$ cat src/rtl/pnpc_pkg.sv
package pnpc_pkg;

    typedef enum logic [1:0] {
        ST_WAIT_KEY = 2'd0,
        ST_SLEEP    = 2'd1,
        ST_ISOLATE  = 2'd2,
        ST_CONFIG   = 2'd3
    } card_state_e;

    localparam logic [11:0] INDEX_PORT = 12'h279;
    localparam logic [11:0] WDATA_PORT = 12'hA79;

    localparam int KEY_LEN  = 32;
    localparam int ID_BITS  = 72;
    localparam int ID_BYTES = ID_BITS / 8;

    localparam logic [7:0] KEY_SEED = 8'h6A;
    localparam logic [7:0] END_TAG  = 8'h79;

    localparam logic [7:0] IDX_RDPORT = 8'h00;
    localparam logic [7:0] IDX_ISOL   = 8'h01;
    localparam logic [7:0] IDX_CTRL   = 8'h02;
    localparam logic [7:0] IDX_WAKE   = 8'h03;
    localparam logic [7:0] IDX_RES    = 8'h04;
    localparam logic [7:0] IDX_STAT   = 8'h05;
    localparam logic [7:0] IDX_NUM    = 8'h06;
    localparam logic [7:0] IDX_DEV    = 8'h07;

    // Unlock byte at position pos: seed, then shift right with XOR feedback
    function automatic logic [7:0] key_byte(input int pos);
        logic [7:0] k;
        k = KEY_SEED;
        for (int i = 0; i < KEY_LEN; i++) begin
            if (i < pos) k = {k[1] ^ k[0], k[7:1]};
        end
        return k;
    endfunction

endpackage

$ cat src/rtl/pnpc_key_match.sv
module pnpc_key_match
    import pnpc_pkg::*;
(
    input  logic       clk,
    input  logic       rst_n,
    input  logic       restart,
    input  logic       byte_vld,
    input  logic [7:0] byte_in,
    output logic       unlock
);
    localparam int CNT_W = $clog2(KEY_LEN);

    logic [CNT_W-1:0] pos_q, pos_d;
    logic             hit;

    always_comb begin
        hit    = (byte_in == key_byte(int'(pos_q)));
        unlock = byte_vld && !restart && hit && (pos_q == CNT_W'(KEY_LEN - 1));
        pos_d  = pos_q;
        if (restart) begin
            pos_d = '0;
        end else if (byte_vld) begin
            if (hit) pos_d = (pos_q == CNT_W'(KEY_LEN - 1)) ? '0 : pos_q + 1'b1;
            else     pos_d = (byte_in == KEY_SEED) ? CNT_W'(1) : '0;
        end
    end

    always_ff @(posedge clk or negedge rst_n) begin
        if (!rst_n) pos_q <= '0;
        else        pos_q <= pos_d;
    end
endmodule

$ cat src/rtl/pnpc_iso_shift.sv
module pnpc_iso_shift
    import pnpc_pkg::*;
#(
    parameter logic [ID_BITS-1:0] SERIAL_ID = '0
) (
    input  logic       clk,
    input  logic       rst_n,
    input  logic       clear,
    input  logic       rd_strobe,
    input  logic       peer,
    output logic       drive,
    output logic [7:0] data,
    output logic       lose,
    output logic       done
);
    localparam int BIT_W = $clog2(ID_BITS + 1);

    typedef struct packed {
        logic [BIT_W-1:0] bit_pos;
        logic             second;
    } iso_t;

    iso_t q, d;
    logic cur_bit;

    always_comb begin
        done    = (q.bit_pos == BIT_W'(ID_BITS));
        cur_bit = done ? 1'b0 : SERIAL_ID[q.bit_pos];
        drive   = rd_strobe && !done && cur_bit;
        data    = q.second ? 8'hAA : 8'h55;
        lose    = rd_strobe && !done && !cur_bit && peer;
        d       = q;
        if (clear) begin
            d = '0;
        end else if (rd_strobe && !done) begin
            d.second = !q.second;
            if (q.second) d.bit_pos = q.bit_pos + 1'b1;
        end
    end

    always_ff @(posedge clk or negedge rst_n) begin
        if (!rst_n) q <= '0;
        else        q <= d;
    end
endmodule

$ cat src/rtl/pnpc_res_rom.sv
module pnpc_res_rom
    import pnpc_pkg::*;
#(
    parameter int                 RES_LEN   = 16,
    parameter int                 READY_LAT = 2,
    parameter logic [ID_BITS-1:0] SERIAL_ID = '0
) (
    input  logic       clk,
    input  logic       rst_n,
    input  logic       clear,
    input  logic       rd_strobe,
    output logic [7:0] data,
    output logic       ready
);
    localparam int PTR_W  = $clog2(RES_LEN);
    localparam int WAIT_W = $clog2(READY_LAT + 1);

    typedef struct packed {
        logic [PTR_W-1:0]  ptr;
        logic [WAIT_W-1:0] hold;
    } res_t;

    res_t q, d;
    int   p;

    always_comb begin
        p = int'(q.ptr);
        if (p < ID_BYTES)         data = SERIAL_ID[8*p +: 8];
        else if (p == RES_LEN - 1) data = END_TAG;
        else                       data = 8'h20 + 8'(p);
        ready = (q.hold == '0);
        d     = q;
        if (clear) begin
            d = '0;
        end else if (rd_strobe && ready) begin
            d.hold = WAIT_W'(READY_LAT);
            if (q.ptr != PTR_W'(RES_LEN - 1)) d.ptr = q.ptr + 1'b1;
        end else if (q.hold != '0) begin
            d.hold = q.hold - 1'b1;
        end
    end

    always_ff @(posedge clk or negedge rst_n) begin
        if (!rst_n) q <= '0;
        else        q <= d;
    end
endmodule

$ cat src/rtl/pnp_card_cfg.sv
module pnp_card_cfg
    import pnpc_pkg::*;
#(
    parameter int                 ADDR_W    = 12,
    parameter int                 N_DEV     = 2,
    parameter int                 RES_LEN   = 16,
    parameter int                 READY_LAT = 2,
    parameter logic [ID_BITS-1:0] SERIAL_ID = 72'h5A0123456789ABCDEF,
    localparam int                DEV_W     = (N_DEV > 1) ? $clog2(N_DEV) : 1
) (
    input  logic              clk,
    input  logic              rst_n,
    input  logic              io_wr,
    input  logic              io_rd,
    input  logic [ADDR_W-1:0] io_addr,
    input  logic [7:0]        io_wdata,
    input  logic              peer_drive,
    output logic [7:0]        io_rdata,
    output logic              io_drive,
    output logic [1:0]        card_state,
    output logic [7:0]        card_num,
    output logic [DEV_W-1:0]  dev_sel,
    output logic              dev_reset
);
    typedef struct packed {
        card_state_e      st;
        logic [7:0]       idx;
        logic [7:0]       rdp;
        logic [7:0]       num;
        logic [DEV_W-1:0] dev;
        logic             dev_rst;
    } ctl_t;

    ctl_t q, d;

    logic       wr_index, wr_data, rd_port;
    logic       ctrl_wr, to_wait, wake_hit;
    logic       iso_rd, res_rd, dev_ok;
    logic       unlock;
    logic       iso_drv, iso_lose, iso_done;
    logic [7:0] iso_data, res_data;
    logic       res_ready;

    always_comb begin
        wr_index = io_wr && (io_addr == ADDR_W'(INDEX_PORT));
        wr_data  = io_wr && (io_addr == ADDR_W'(WDATA_PORT)) && (q.st != ST_WAIT_KEY);
        rd_port  = io_rd && (io_addr == ADDR_W'({q.rdp, 2'b11}));
        ctrl_wr  = wr_data && (q.idx == IDX_CTRL);
        to_wait  = ctrl_wr && io_wdata[1];
        wake_hit = wr_data && (q.idx == IDX_WAKE) && (q.st == ST_SLEEP) && (io_wdata == q.num);
        iso_rd   = rd_port && (q.st == ST_ISOLATE) && (q.idx == IDX_ISOL);
        res_rd   = rd_port && (q.st == ST_CONFIG) && (q.idx == IDX_RES);
    end

    generate
        if (N_DEV > 1) begin : g_multi_dev
            assign dev_ok = (io_wdata < 8'(N_DEV));
        end else begin : g_single_dev
            assign dev_ok = 1'b0;
        end
    endgenerate

    pnpc_key_match u_key (
        .clk      (clk),
        .rst_n    (rst_n),
        .restart  (to_wait),
        .byte_vld (wr_index && (q.st == ST_WAIT_KEY)),
        .byte_in  (io_wdata),
        .unlock   (unlock)
    );

    pnpc_iso_shift #(.SERIAL_ID(SERIAL_ID)) u_iso (
        .clk       (clk),
        .rst_n     (rst_n),
        .clear     (wake_hit),
        .rd_strobe (iso_rd),
        .peer      (peer_drive),
        .drive     (iso_drv),
        .data      (iso_data),
        .lose      (iso_lose),
        .done      (iso_done)
    );

    pnpc_res_rom #(
        .RES_LEN   (RES_LEN),
        .READY_LAT (READY_LAT),
        .SERIAL_ID (SERIAL_ID)
    ) u_res (
        .clk       (clk),
        .rst_n     (rst_n),
        .clear     (wake_hit),
        .rd_strobe (res_rd),
        .data      (res_data),
        .ready     (res_ready)
    );

    // Next-state computation
    always_comb begin
        d         = q;
        d.dev_rst = 1'b0;
        if (wr_index && (q.st != ST_WAIT_KEY)) d.idx = io_wdata;
        if (unlock) d.st = ST_SLEEP;
        if (wr_data) begin
            unique case (q.idx)
                IDX_RDPORT: if (q.st == ST_ISOLATE || q.st == ST_CONFIG) d.rdp = io_wdata;
                IDX_CTRL: begin
                    if (io_wdata[0]) begin
                        d.dev_rst = 1'b1;
                        d.dev     = '0;
                    end
                    if (io_wdata[2]) d.num = '0;
                    if (io_wdata[1]) d.st  = ST_WAIT_KEY;
                end
                IDX_WAKE: if (wake_hit) d.st = (io_wdata == 8'h00) ? ST_ISOLATE : ST_CONFIG;
                IDX_NUM: begin
                    if (q.st == ST_CONFIG) begin
                        d.num = io_wdata;
                    end else if (q.st == ST_ISOLATE && iso_done) begin
                        d.num = io_wdata;
                        d.st  = ST_CONFIG;
                    end
                end
                IDX_DEV: if (q.st == ST_CONFIG && dev_ok) d.dev = io_wdata[DEV_W-1:0];
                default: ;
            endcase
        end
        if (iso_lose) d.st = ST_SLEEP;
    end

    // Read-data port
    always_comb begin
        io_drive = 1'b0;
        io_rdata = 8'h00;
        if (iso_rd) begin
            io_drive = iso_drv;
            io_rdata = iso_drv ? iso_data : 8'h00;
        end else if (rd_port && q.st == ST_CONFIG) begin
            unique case (q.idx)
                IDX_RES:  begin io_drive = 1'b1; io_rdata = res_data;              end
                IDX_STAT: begin io_drive = 1'b1; io_rdata = {7'b0, res_ready};     end
                IDX_NUM:  begin io_drive = 1'b1; io_rdata = q.num;                 end
                IDX_DEV:  begin io_drive = 1'b1; io_rdata = 8'(q.dev);             end
                default: ;
            endcase
        end
    end

    always_ff @(posedge clk or negedge rst_n) begin
        if (!rst_n) begin
            q    <= '0;
            q.st <= ST_WAIT_KEY;
        end else begin
            q <= d;
        end
    end

    assign card_state = q.st;
    assign card_num   = q.num;
    assign dev_sel    = q.dev;
    assign dev_reset  = q.dev_rst;
endmodule

$ cat config.mk
export PLATFORM = sky130hd
export DESIGN_NAME = pnp_card_cfg
export DESIGN_NICKNAME = d
export VERILOG_FILES = /design/src/rtl/pnpc_pkg.sv /design/src/rtl/pnpc_key_match.sv /design/src/rtl/pnpc_iso_shift.sv /design/src/rtl/pnpc_res_rom.sv /design/src/rtl/pnp_card_cfg.sv
export SDC_FILE = /design/constraint.sdc
export NUM_CORES = 1
export LEC_CHECK = 0
export BUFFER_PORTS_ARGS = -buffer_cell sky130_fd_sc_hd__buf_4
export CAP_MARGIN = 20
export CORE_UTILIZATION = 25
export DETAILED_ROUTE_END_ITERATION = 16
export PLACE_DENSITY = 0.48
export SLEW_MARGIN = 20
export SYNTH_ARGS = -nofsm -noshare
export SYNTH_HDL_FRONTEND = slang
export SYNTH_SLANG_ARGS = --single-unit
$ cat constraint.sdc
create_clock -name clk -period 3.1 [get_ports clk]
set_input_delay 0.155 -clock clk [delete_from_list [all_inputs] [get_ports clk]]
set_output_delay 0.155 -clock clk [all_outputs]
set_load 0.05 [all_outputs]
## Word-level counts from Yosys, hierarchy flattened

Memories as Yosys holds them, arrays and structs flattened.
Index checks and enable logic that the tools add are counted.

- Flip-flop bits (word level): 47
- Memory bits (read-only): 128
- Output and inout bits: 21
- Memories: 1

Memories:

| name | words | width | rd ports | clocked after memory_dff | wr ports | line | RTL |
|---|---|---|---|---|---|---|---|
| (name not given) | 128 | 1 | 1 | 0 | 0 | pnpc_iso_shift.sv:28 | `cur_bit = done ? 1'b0 : SERIAL_ID[q.bit_pos];` |

- Add/subtract/negate cells: 5
- Magnitude comparators: 34
- Equal/unequal tests: 24
- Shifts and indexed selects: 1
- Mux-type cells: 74
- Bitwise gates (word level): 30
- Reduce and logical (&&, ||, !) cells: 50

Operators by type and width:

| operator | count |
|---|---|
| two-way mux 8 bit | 42 |
| less-than comparator 5 bit (first input constant) | 15 |
| variable part select 72 x 8 -> 8 bit (first input constant) | 1 |
| less-than comparator 4 x 5 -> 1 bit (first input constant) | 8 |
| == test 8 x 3 -> 1 bit (second input constant) | 4 |
| one-hot mux 8 bit (4 select lines) | 1 |
| bitwise XOR 1 bit | 30 |
| logical AND 1 bit | 25 |
| less-than comparator 3 x 5 -> 1 bit (first input constant) | 4 |
| two-way mux 2 bit | 10 |
| two-way mux 5 bit | 4 |
| nonzero test 2 bit | 9 |
| == test 8 x 2 -> 1 bit (second input constant) | 2 |
| == test 8 bit | 2 |
| logical NOT 8 bit | 2 |
| one-hot mux 8 bit (2 select lines) | 1 |
| == test 12 x 10 -> 1 bit | 1 |
| == test 12 x 10 -> 1 bit (second input constant) | 1 |
| == test 12 bit (second input constant) | 1 |
| less-than comparator 1 x 5 -> 1 bit (first input constant) | 2 |
| less-than comparator 2 x 5 -> 1 bit (first input constant) | 2 |
| two-way mux 1 bit | 10 |
| == test 8 x 1 -> 1 bit (second input constant) | 1 |
| == test 8 x 7 -> 1 bit (second input constant) | 1 |
| 29 further kinds | 39 |

## Depth between registers and ports, before layout

Gate-level depths: netlist of the first run.

- Depth in word-level cells: 71
- Gate-level depth with buffers: 10

## Hierarchy

Synthesis of the first run repeated with hierarchy kept, for this count alone.

- Cell total of the unflattened synthesis: 499
- Area total of the unflattened synthesis: 4,415.5 um2

Modules (own cells, without submodules):

| module | instances | cells an instance | area an instance (um2) | seq. area each (um2) |
|---|---|---|---|---|
| pnp_card_cfg | 1 | 207 | 2,113.3 | 700.7 |
| pnpc_key_match | 1 | 155 | 1,089.8 | 125.1 |
| pnpc_iso_shift | 1 | 87 | 763.2 | 200.2 |
| pnpc_res_rom | 1 | 50 | 449.2 | 150.1 |

## Worst setup path before layout of the first run

Ideal clock, no wire load.

- Kind: register to output
- Start: register q[22] (netlist name)
- End: output io_rdata[1]
- Arrival: 2.815 ns
- Data required time: 2.945 ns
- Slack: 0.130 ns
- Cell stages (with the launch flop): 9
- Path buffers: 1
- Cells stage by stage: dfrtp_1 or4_1 nor4_2 and2_1 buf_2 o21ai_0 a31oi_1 a21oi_1 o21ai_0

- Word-level cells in the longest chain between the ends: 6
- Elaborated cells between the ends (all ways): 12
- Those cells by class: eq/ne: 5; mux: 4; reduce/logical: 3

RTL lines:

| what | line | RTL |
|---|---|---|
| start, declared | pnp_card_cfg.sv:34 | `ctl_t q, d;` |
| branches (longest 5 deep; another with == test 8 x 3 -> 1 bit) | -- |  |
| two-way mux 8 bit * | pnp_card_cfg.sv:134 | `if (iso_rd) begin` |
| end, declared | pnp_card_cfg.sv:18 | `output logic [7:0] io_rdata,` |

Mark *: on every way between the ends.

## Worst setup path after layout of the first run

- Start: register u_iso.q[1] (netlist name)
- End: output io_rdata[3]

- Word-level cells in the longest chain between the ends: 6
- Elaborated cells between the ends (all ways): 9
- Those cells by class: eq/ne: 1; mux: 4; reduce/logical: 3; memory: 1

RTL lines:

| what | line | RTL |
|---|---|---|
| start, declared | pnpc_iso_shift.sv:23 | `iso_t q, d;` |
| start signal, assigned | pnpc_iso_shift.sv:42 | `if (!rst_n) q <= '0;` |
| start signal, assigned | pnpc_iso_shift.sv:43 | `else q <= d;` |
| memory (128 x 1 bit) / == test 7 bit (equally long branches) | -- |  |
| two-way mux 1 bit (not written as such) / logical NOT 1 bit (equally long branches) | pnpc_iso_shift.sv:28, pnpc_iso_shift.sv:29 |  |
| two-way mux 1 bit / logical AND 1 bit (equally long branches) | pnpc_iso_shift.sv:28, pnpc_iso_shift.sv:29 |  |
| logical AND 1 bit * | pnpc_iso_shift.sv:29 | `drive = rd_strobe && !done && cur_bit;` |
| two-way mux 8 bit * | pnp_card_cfg.sv:136 | `io_rdata = iso_drv ? iso_data : 8'h00;` |
| two-way mux 8 bit * | pnp_card_cfg.sv:134 |  |

Mark *: on every way between the ends. The rest lies on a longest branch, timed or not. The select of a mux whose other input is x is not followed.

==> results of run 1 <==
==> layer usage <==
layer | track usage | vias up | share of wire | wire length, microns
met3 | 0.0245 | 16 | 0.050 | 543
met2 | 0.226 | 99 | 0.46 | 4920
li1 | - | 1710 | - | -
met5 | 0 | - | 0 | 0
met4 | 0.0333 | 0 | 0.014 | 146
met1 | 0.195 | 1681 | 0.48 | 5150
==> logic make-up after synthesis <==
family,Yosys count,synth area share
XOR/XNOR,37,0.0835
flip-flops,47,0.303
buffers and inverters,62,0.0790
multiplexers,20,0.0622
AO/OA/AOI/OAI,95,0.161
adder cells (fa/ha/maj),12,0.0381
AND/OR/NAND/NOR,192,0.273
==> per-stage QoR <==
stage / area (sq um) / util
global placement: 4290 / 0.282
detailed placement: 4290 / 0.282
floorplan: 3880 / -
global route: 4540 / 0.298
CTS: 4500 / 0.296
finish: 4540 / 0.298
==> power breakdown <==
part | switching (mW) | internal [mW]
registers | 0.000806 | 0.614
logic | 0.0529 | 0.0357
clock network | 0.236 | 0.463
==> cells in the final DEF, fill, tap and decap left out, drive strengths merged, types with 4 or more instances in the layout <==
master	Yosys	routed
buf	22	57
nand2	51	51
dfrtp	47	47
nor2	34	34
o21ai	30	30
xor2	21	21
a21oi	19	19
inv	19	19
xnor2	16	16
nand3	15	15
mux2	13	13
nor2b	13	13
nor3	13	13
nand4	12	12
ha	11	11
nor4	10	10
or3	6	6
and2	6	6
clkbuf	21	6
mux2i	5	5
or4	5	5
a22oi	4	4
a31oi	4	4
o22ai	4	4
==> how the worst max path moves through the flow <==
| stage | startpoint | endpoint | slack, ns | depth (start not counted) |
|---|---|---|---|---|
| floorplan | q[22]$_DFFE_PN0P_ | io_rdata[1] | 0.13 | 8 |
| global placement | u_iso.q[1]$_DFFE_PN0P_ | io_rdata[3] | 0.37 | 9 |
| detailed placement | u_iso.q[1]$_DFFE_PN0P_ | io_rdata[3] | 0.24 | 9 |
| CTS | u_iso.q[2]$_DFFE_PN0P_ | io_rdata[3] | 0.02 | 9 |
| global route | u_iso.q[1]$_DFFE_PN0P_ | io_rdata[3] | -0.0009 | 9 |
| finish | u_iso.q[1]$_DFFE_PN0P_ | io_rdata[3] | 0.15 | 9 |
==> Yosys cell counts (3+ instances only) <==
cell / n / area [sq um]
a211o_1: 3 / 26.3
a211oi_1: 3 / 22.5
a21oi_1: 19 / 95.1
a22oi_1: 4 / 30.0
a311oi_1: 3 / 26.3
a31oi_1: 4 / 25.0
and2_1: 6 / 37.5
and3_1: 3 / 18.8
and3b_1: 3 / 26.3
and4_1: 3 / 26.3
buf_2: 8 / 40.0
buf_4: 11 / 82.6
buf_6: 3 / 33.8
clkbuf_1: 21 / 78.8
dfrtp_1: 47 / 1180
ha_1: 11 / 138
inv_1: 18 / 67.6
mux2_2: 13 / 146
mux2i_1: 5 / 50.1
nand2_1: 51 / 191
nand2b_1: 3 / 18.8
nand3_1: 15 / 75.1
nand4_1: 12 / 75.1
nand4bb_1: 3 / 33.8
nor2_1: 34 / 128
nor2b_1: 12 / 75.1
nor3_1: 11 / 55.1
nor4_1: 9 / 56.3
o2111ai_1: 3 / 26.3
o211ai_1: 3 / 22.5
o21ai_0: 28 / 140
o22ai_1: 4 / 25.0
or3_1: 6 / 37.5
or4_1: 4 / 30.0
xnor2_1: 16 / 140
xor2_1: 21 / 184
==> what timing repair did <==
item | in CTS | in global routing
hold buffers | 1 | 0
cloned | 0 | 0
buffers inserted | 1 | 2
endpoints found under the hold margin | 47 | 0
resized for setup | 3 | 4
endpoints found under the setup margin | 4 | 4
==> registers in the layout, indices dropped and copies added, names as in the netlist <==
signal and cells:
u_res.p 4, dev_reset 1, q 16, card_state 2
u_res.q 2, u_key.pos_q 5, card_num 8, dev_sel 1
u_iso.q 8
==> final cells by class <==
type / count / area, sq um
multi-input cells: 356 / 2420
flip-flops and latches: 47 / 1180
well taps: 188 / 235
clock buffers: 6 / 129
fillers: 1620 / 10700
repair buffers: 58 / 438
clock inverters: 2 / 60.1
inverters: 19 / 71.3
==> tightest hold or removal path: stages <==
cell     delay [ns]
buf_4          0.15
nand2_1        0.05
o21ai_0        0.06
==> results.txt, run 1 <==
CTS clock-pin slew for the worst setup and hold paths - 0.07 ns
Initial Util - 0.255
Synth Instances - 465
Reg2Reg Setup Slack - 0.37 ns
Slowest cell on crit path - mux4_2
DRC viols - 0
R2R Path Start - u_key.pos_q[4]$_DFFE_PN0P_
Chip Height - 127 microns
Placer Congestion - 0.820
Post-route ant nets - 0
Share of post-route cells with drive strength above 1 - 0.201
CP arrival - 2.79 ns
Setup crit end kind - output pin
Startpoint types - register
P&R area growth vs syn - 16.9%
First-pass GRT wire length - 17900 microns
Cells after DPL - 664
Fin crit share - 0.950
FFs w/ async S/R, synth - 1.00
WL/cell - 15.9 microns
Hold Startpoint - io_wdata[6]
I/O pins - 46
H-tree level count - 2
Drt pass-1 iters - 4
Vias in the first global route - 3358
Core Box Area - 0.0152 sq mm
PnR worst setup slack - 0.154 ns
Synthesis warning total - 0
Worst reg-to-reg path cell count - 7
Synthesized Nets - 501
Accumulated negative setup slack - 0 ns
Design Power - 1.40 mW
Worst hold path endpoint - card_num[6]$_DFFE_PN0P_
GRT overflow - 0
Pwr per Cell Area - 309 mW/mm^2
R2R Path End - u_key.pos_q[4]$_DFFE_PN0P_
DR iter-0 viols - 204
Yosys cell types - 68
Cell Count, Final, Fillers Out - 676
Crit path buffers/inverters - 2
Max-cap violations - 0
Fin. max-slew vios - 0
Worst-Margin Slew - 0.650 ns
CTS Buf Count - 5
Leakage - 1.95 nW
ANT cells - 0
Clock Tree Buf Depth - 2
Die area - 0.0160 sq mm
CP cell instances - inv_2 -> ha_4 -> mux4_2 -> a221o_1 -> a21oi_2 -> o21bai_4 -> or2_2 -> o21ai_0 -> buf_4
Pin count of the biggest net entering global routing - 48
Maximum VDD drop - 0.187 mV
Sequential-to-total area share from yosys stat - 0.303
Slowest Stage Delay on Critical Path - 0.45 ns
Post-synth top flop - dfrtp_1
Synth Register Bits - 47
Post-Synthesis Cell Area - 0.00388 sq mm
Worst hold path stage count - 3
Critical path class - register to output pin
CTS tree - yes
Hold Path Class - input pin to register
Final HPWL DP - 8150 microns
Final wirelength - 10800 microns
Setup slack after placement - 0.238 ns
Antenna violations before repair - 0
Clock sinks - 47
Worst-path fanout max - 7
Die W - 127 microns
Worst-skew pair later-pin latency - 0.29 ns
Final #Nets - 523
FMAX - 339 MHz
Final Skew - 0.00771 ns
Slew headroom - 0.567
Post-synth EDFFs - 0
Clock root cell - clkbuf_16
Hold slack - 0.168 ns
Outcome - finished clean
Via/cell ratio - 5.19
Final setup vio count - 0
DR vias - 3506
CP Data Required Time - 2.94 ns
Avg Cell Area, Syn - 8.34 sq um
# port buffers - 45
Final Hold Vio Count - 0
# rows - 45
Minimum clock period after layout - 2.95 ns
Total GRT Usage - 0.140
CP top delay family - compound AO/OA/AOI/OAI gates
No activity file was read; power rests on OpenSTA's default activity.
==> run 2: changes to the inputs <==
--- a/config.mk
+++ b/config.mk
@@ -5,11 +5,15 @@
 export SDC_FILE = /design/constraint.sdc
 export NUM_CORES = 1
 export LEC_CHECK = 0
+export ABC_AREA = 1
 export BUFFER_PORTS_ARGS = -buffer_cell sky130_fd_sc_hd__buf_4
 export CAP_MARGIN = 20
+export CELL_PAD_IN_SITES_DETAIL_PLACEMENT = 0
+export CELL_PAD_IN_SITES_GLOBAL_PLACEMENT = 2
+export CORE_MARGIN = 3
 export CORE_UTILIZATION = 25
 export DETAILED_ROUTE_END_ITERATION = 16
-export PLACE_DENSITY = 0.48
+export PLACE_DENSITY = 0.73
 export SLEW_MARGIN = 20
 export SYNTH_ARGS = -nofsm -noshare
 export SYNTH_HDL_FRONTEND = slang
==> results.txt, run 2 <==
Psw - 0.309 mW
CP arrival - 2.51 ns
Leakage - 2.43 nW
Worst-skew pair later-pin latency - 0.29 ns
Placer Congestion - 0.888
Final wirelength - 13600 microns
Clock sinks - 47
Sequential-to-total area share from yosys stat - 0.281
Synth Instances - 681
Chip Height - 135 microns
RSZ-0062 raised after global routing - no
Register area - 0.00118 sq mm
Switching share of power - 0.247
CP Data Required Time - 2.94 ns
Fillers - 1826
Maximum VDD drop - 0.199 mV
Clock Tree Buf Depth - 2
Yosys cell types - 45
Hold Path Class - input pin to register
Pwr per Cell Area - 260 mW/mm^2
Area leader, netlist - dfrtp_1
GRT overflow - 0
Post-synth top flop - dfrtp_1
ANT cells - 0
Final setup vio count - 0
Synthesis warning total - 0
Placed Area - 0.00467 sq mm
Die area - 0.0183 sq mm
Post-Synthesis Cell Area - 0.00418 sq mm
Multi-input gate area - 0.00249 sq mm
CP cell instances - inv_1 -> nor2_1 -> nor4_1 -> nand2_1 -> nor4_1 -> nand2_1 -> nor2_1 -> nand2_1 -> inv_1 -> nand2_1 -> nand2_1 -> buf_4
Crit path buffers/inverters - 3
Max-cap violations - 0
# rows - 46
Slowest Stage Delay on Critical Path - 0.40 ns
Outcome - finished clean
Worst-Margin Slew - 0.668 ns
Slowest cell on crit path - dfrtp_1
Cell area after layout - 0.00483 sq mm
Final #Nets - 752
Vias in the first global route - 4330
Avg Cell Area, Syn - 6.14 sq um
Via/cell ratio - 4.85
DRC viols - 0
Antenna violations before repair - 0
Largest register FFs - 16
Worst-path fanout max - 7
Post-synth EDFFs - 0
CP top delay family - simple AND/OR/NAND/NOR gates
Sequential share of power - 0.490
Synthesized Nets - 717
Accumulated negative setup slack - 0 ns
Crit-path most repeated cell - nand2_1
Top reg by flops - q
Critical path class - register to output pin
Most common cell in the netlist - nand2_1
Post-synth top area share - 0.281
Core Box Area - 0.0161 sq mm
FMAX - 376 MHz
Commonest non-fill, non-tap cell in the layout - nand2_1
CTS tree - yes
Post-route ant nets - 0
Share of post-route cells with drive strength above 1 - 0.117
Final Skew - 0.00565 ns
Synth Register Bits - 47
Pin count of the biggest net entering global routing - 48
Startpoint types - register
First-pass GRT wire length - 22300 microns
PnR worst setup slack - 0.439 ns
Clk pwr share - 0.427
WL/cell - 14.6 microns
CTS clock-pin slew for the worst setup and hold paths - 0.07 ns
Setup crit end kind - output pin
Final HPWL DP - 10900 microns
Setup slack after placement - 0.434 ns
H-tree level count - 2
Synth top area cells - dfrtp_1, nand2_1, inv_1, nor2_1, nand3_1
Fin crit share - 0.859
Final Hold Vio Count - 0
Minimum clock period after layout - 2.66 ns
Slew headroom - 0.554
# port buffers - 45
FFs w/ async S/R, synth - 1.00
Internal Power - 0.945 mW
I/O pins - 46
Fin. max-slew vios - 0
Total GRT Usage - 0.150
Setup Buffers After CTS - 0
DR vias - 4528
Die W - 135 microns
Most frequent cells in the layout - nand2_1, inv_1, nor2_1
DR iter-0 viols - 422
Drt pass-1 iters - 5
P&R area growth vs syn - 15.5%
Commonest cells post-synth - nand2_1, inv_1, nor2_1
Clock root cell - clkbuf_16
Initial Util - 0.259
CTS Buf Count - 5
Logic pwr share - 0.084
run 2: cell types whose count changed after synthesis, moves of 6 or more:
cell	change
nor2_1	+39
mux2_2	-13
xor2_1	-18
inv_1	+70
nand2_1	+175
xnor2_1	-15
inv_2	+6
and2_1	-6
o21ai_0	+15
clkbuf_1	-15
nand3_1	+31
o31ai_1	+8
nor2b_1	-12
run 2: final timing paths:
check	start	to	slack, ns	cells after the start
worst max-delay path	q[10]$_DFFE_PN0P_	io_rdata[4]	0.44	12
worst min-delay path	io_wdata[0]	dev_sel$_DFFE_PN0P_	0.23	3
worst max register to register	q[10]$_DFFE_PN0P_	u_iso.q[7]$_DFFE_PN0P_	0.55	10
worst min register to register	q[11]$_DFFE_PN0P_	q[11]$_DFFE_PN0P_	0.49	2
max in group asynchronous	rst_n	u_iso.q[7]$_DFFE_PN0P_	2.24	2
min in group asynchronous	rst_n	u_iso.q[3]$_DFFE_PN0P_	0.43	2
run 2: cell type report:
class | instances | area share
clock buffer | 5 | 0.0259
clock inverter | 3 | 0.00311
inverter | 95 | 0.0739
multi-input combinational | 515 | 0.516
sequential | 47 | 0.244
tap | 216 | 0.0560
timing repair buffer | 52 | 0.0814
run 2: per-stage QoR:
step | hold WS (ns) | utilization | power (mW) | instances
2_1_floorplan | -0.141 | - | 0.667 | 681
3_3_place_gp | 0.222 | 0.290 | 0.731 | 924
3_5_place_dp | 0.223 | 0.290 | 0.731 | 924
4_1_cts | 0.233 | 0.299 | 1.27 | 933
5_1_grt | 0.263 | 0.300 | 1.31 | 933
6_report | 0.234 | 0.300 | 1.25 | 933
run 2: cells by family after synthesis:
family          count (synthesis)  synth area share
buf+inv                       119             0.124
fa+ha+maj                      11            0.0329
xor+xnor                        4           0.00838
simple gates                  401             0.413
flops                          47             0.281
compound gates                 99             0.141
run 2: power by group through the flow:
stage / logic [mW] / clock network [mW] / registers [mW]
floorplan: 0.0410 / 0 / 0.626
detailed placement: 0.105 / 0 / 0.626
global placement: 0.106 / 0 / 0.626
finish: 0.105 / 0.535 / 0.614
global route: 0.118 / 0.581 / 0.613
CTS: 0.106 / 0.550 / 0.614
run 2: what timing repair did:
| action | in CTS | in global routing |
|---|---|---|
| hold endpoints to repair | 47 | 0 |
| setup endpoints to repair | 0 | 1 |
| resized for setup | 0 | 1 |
| hold buffers | 1 | 0 |
run 2: worst min-delay path, delay by kind of cell:
| kind | cells | cell delay (ns) |
|---|---|---|
| buffers and inverters | 1 | 0.15 |
| AO/OA/AOI/OAI | 2 | 0.18 |
run 2: layer usage:
metal / part of all wire / GRT usage / up-vias
li1: - / - / 2274
met1: 0.49 / 0.215 / 2130
met2: 0.45 / 0.243 / 116
met3: 0.048 / 0.0230 / 8
met4: 0.010 / 0.0269 / 0
met5: 0 / 0 / -
==> run 3: changes to the inputs <==
--- a/config.mk
+++ b/config.mk
@@ -6,7 +6,7 @@
 export NUM_CORES = 1
 export LEC_CHECK = 0
 export ABC_AREA = 1
-export BUFFER_PORTS_ARGS = -buffer_cell sky130_fd_sc_hd__buf_4
+export BUFFER_PORTS_ARGS = -buffer_cell sky130_fd_sc_hd__buf_2
 export CAP_MARGIN = 20
 export CELL_PAD_IN_SITES_DETAIL_PLACEMENT = 0
 export CELL_PAD_IN_SITES_GLOBAL_PLACEMENT = 2
==> constraint.sdc (replaced) <==
create_clock -name clk -period 3.2 [get_ports clk]
set_input_delay 0.16 -clock clk [delete_from_list [all_inputs] [get_ports clk]]
set_output_delay 0.16 -clock clk [all_outputs]
set_load 0.05 [all_outputs]
==> results.txt, run 3 (synthesis results as in run 2) <==
Cells after DPL - 923
DR vias - 4476
Slew headroom - 0.545
Core Util, Final - 0.292
Internal Power - 0.913 mW
# port buffers - 45
Antenna violations before repair - 0
# rows - 46
Final #Nets - 751
Hold slack - 0.231 ns
CTS tree - yes
Cell Count, Final, Fillers Out - 932
Minimum clock period after layout - 2.86 ns
Die area - 0.0183 sq mm
CP top delay family - simple AND/OR/NAND/NOR gates
H-tree level count - 2
Fillers - 1829
Most frequent cells in the layout - nand2_1, inv_1, nor2_1
Slowest cell on crit path - nor4_1
Highest metal used - met4
Final HPWL DP - 10900 microns
WL/cell - 14.3 microns
GRT overflow - 0
Worst-Margin Slew - 0.680 ns
CTS Buf Count - 5
Final setup vio count - 0
Maximum VDD drop - 0.182 mV
Fin. max-slew vios - 0
Die W - 135 microns
Via/cell ratio - 4.80
Final Skew - 0.00677 ns
CP Data Required Time - 3.04 ns
Worst-path fanout max - 8
Pwr per Cell Area - 253 mW/mm^2
Total GRT Usage - 0.147
Logic pwr share - 0.080
Clock root cell - clkbuf_16
Leakage - 2.40 nW
Drt pass-1 iters - 5
Vias in the first global route - 4205
WL met2 - 6070 microns
DR iter-0 viols - 311
Clk pwr share - 0.421
Clock Tree Buf Depth - 2
Chip Height - 135 microns
CTS clock-pin slew for the worst setup and hold paths - 0.06 ns
Worst-skew pair later-pin latency - 0.29 ns
Critical path class - register to output pin
Switching share of power - 0.235
Initial Util - 0.259
DRT met1 WL - 6620 microns
Accumulated negative setup slack - 0 ns
DRC viols - 0
Pin count of the biggest net entering global routing - 27
Top reg by flops - q
CP cell instances - inv_1 -> ha_1 -> nand3_1 -> nor4_1 -> nor4_1 -> and3_1 -> inv_1 -> nor2_1 -> nand2_1 -> nand2_1 -> buf_2
CP arrival - 2.70 ns
Startpoint types - register
Core Box Area - 0.0161 sq mm
Max-cap violations - 0
Placer Congestion - 0.898
Hold Path Class - input pin to register
Crit path buffers/inverters - 3
Largest register FFs - 16
ANT cells - 0
Slowest Stage Delay on Critical Path - 0.49 ns
First-pass GRT wire length - 21600 microns
Wire length on met3 - 485 microns
Post-route ant nets - 0
RSZ-0062 raised after global routing - no
Sequential share of power - 0.499
I/O pins - 46
Final Hold Vio Count - 0
Clock sinks - 47
CTS resizes - 0
FMAX - 349 MHz
Setup crit end kind - output pin
Psw - 0.280 mW
Commonest non-fill, non-tap cell in the layout - nand2_1
P&R area growth vs syn - 12.7%
Setup Buffers After CTS - 0
Share of post-route cells with drive strength above 1 - 0.112
Outcome - finished clean
Final wirelength - 13400 microns
Fin crit share - 0.895
[run 3: cell count changes in the layout (fill, tap and decap cells not counted), sizes merged]
cell / delta
clkbuf: +2
clkinv: -2
buf: -1
[run 3: routing by layer]
metal / track usage / vias up
met4: 0.0336 / 0
li1: - / 2276
met3: 0.0193 / 11
met2: 0.235 / 115
met5: 0 / -
met1: 0.210 / 2074
[run 3: timing repair]
action | CTS | global route
hold buffers | 1 | 0
endpoints found under the hold margin | 21 | 0
setup endpoints to repair | 0 | 0
[run 3: worst min-delay path: stages]
cell     delay (ns)
buf_2          0.08
nand3_1        0.10
o221a_2        0.14
[run 3: metrics by stage]
| stage | power (mW) | worst slack [ns] | instance area, sq um |
|---|---|---|---|
| after floorplan | 0.646 | 0.560 | 4180 |
| after global placement | 0.699 | 0.573 | 4540 |
| after detailed placement | 0.703 | 0.513 | 4560 |
| after CTS | 1.22 | 0.317 | 4710 |
| after global routing | 1.25 | 0.0978 | 4710 |
| final | 1.19 | 0.335 | 4710 |
[run 3: cell type report]
type | count | area (sq um) | area share
clock buffer | 7 | 133 | 0.0281
inverter | 95 | 357 | 0.0757
tap | 216 | 270 | 0.0574
clock inverter | 1 | 5.00 | 0.00106
timing repair buffer | 51 | 285 | 0.0605
multi-input combinational | 515 | 2490 | 0.528
sequential | 47 | 1180 | 0.250
[run 3: worst paths after layout]
| path | cells past startpoint | slack, ns | to | from |
|---|---|---|---|---|
| worst min-delay path | 3 | 0.23 | card_state[1]$_DFF_PN0_ | peer_drive |
| max in group asynchronous | 3 | 2.26 | q[16]$_DFFE_PN0P_ | rst_n |
| worst max-delay path | 11 | 0.34 | io_rdata[3] | u_iso.q[1]$_DFFE_PN0P_ |
| worst max register to register | 8 | 0.47 | card_num[1]$_DFFE_PN0P_ | u_iso.q[1]$_DFFE_PN0P_ |
| worst min register to register | 2 | 0.49 | q[11]$_DFFE_PN0P_ | q[11]$_DFFE_PN0P_ |
| min in group asynchronous | 2 | 0.39 | u_iso.q[1]$_DFFE_PN0P_ | rst_n |
[run 3: power by group through the flow]
stage	Sequential, mW	Combinational [mW]	Clock, mW
CTS	0.595	0.0979	0.524
global placement	0.606	0.0933	0
finish	0.595	0.0953	0.502
detailed placement	0.606	0.0965	0
global route	0.595	0.109	0.545
floorplan	0.606	0.0397	0
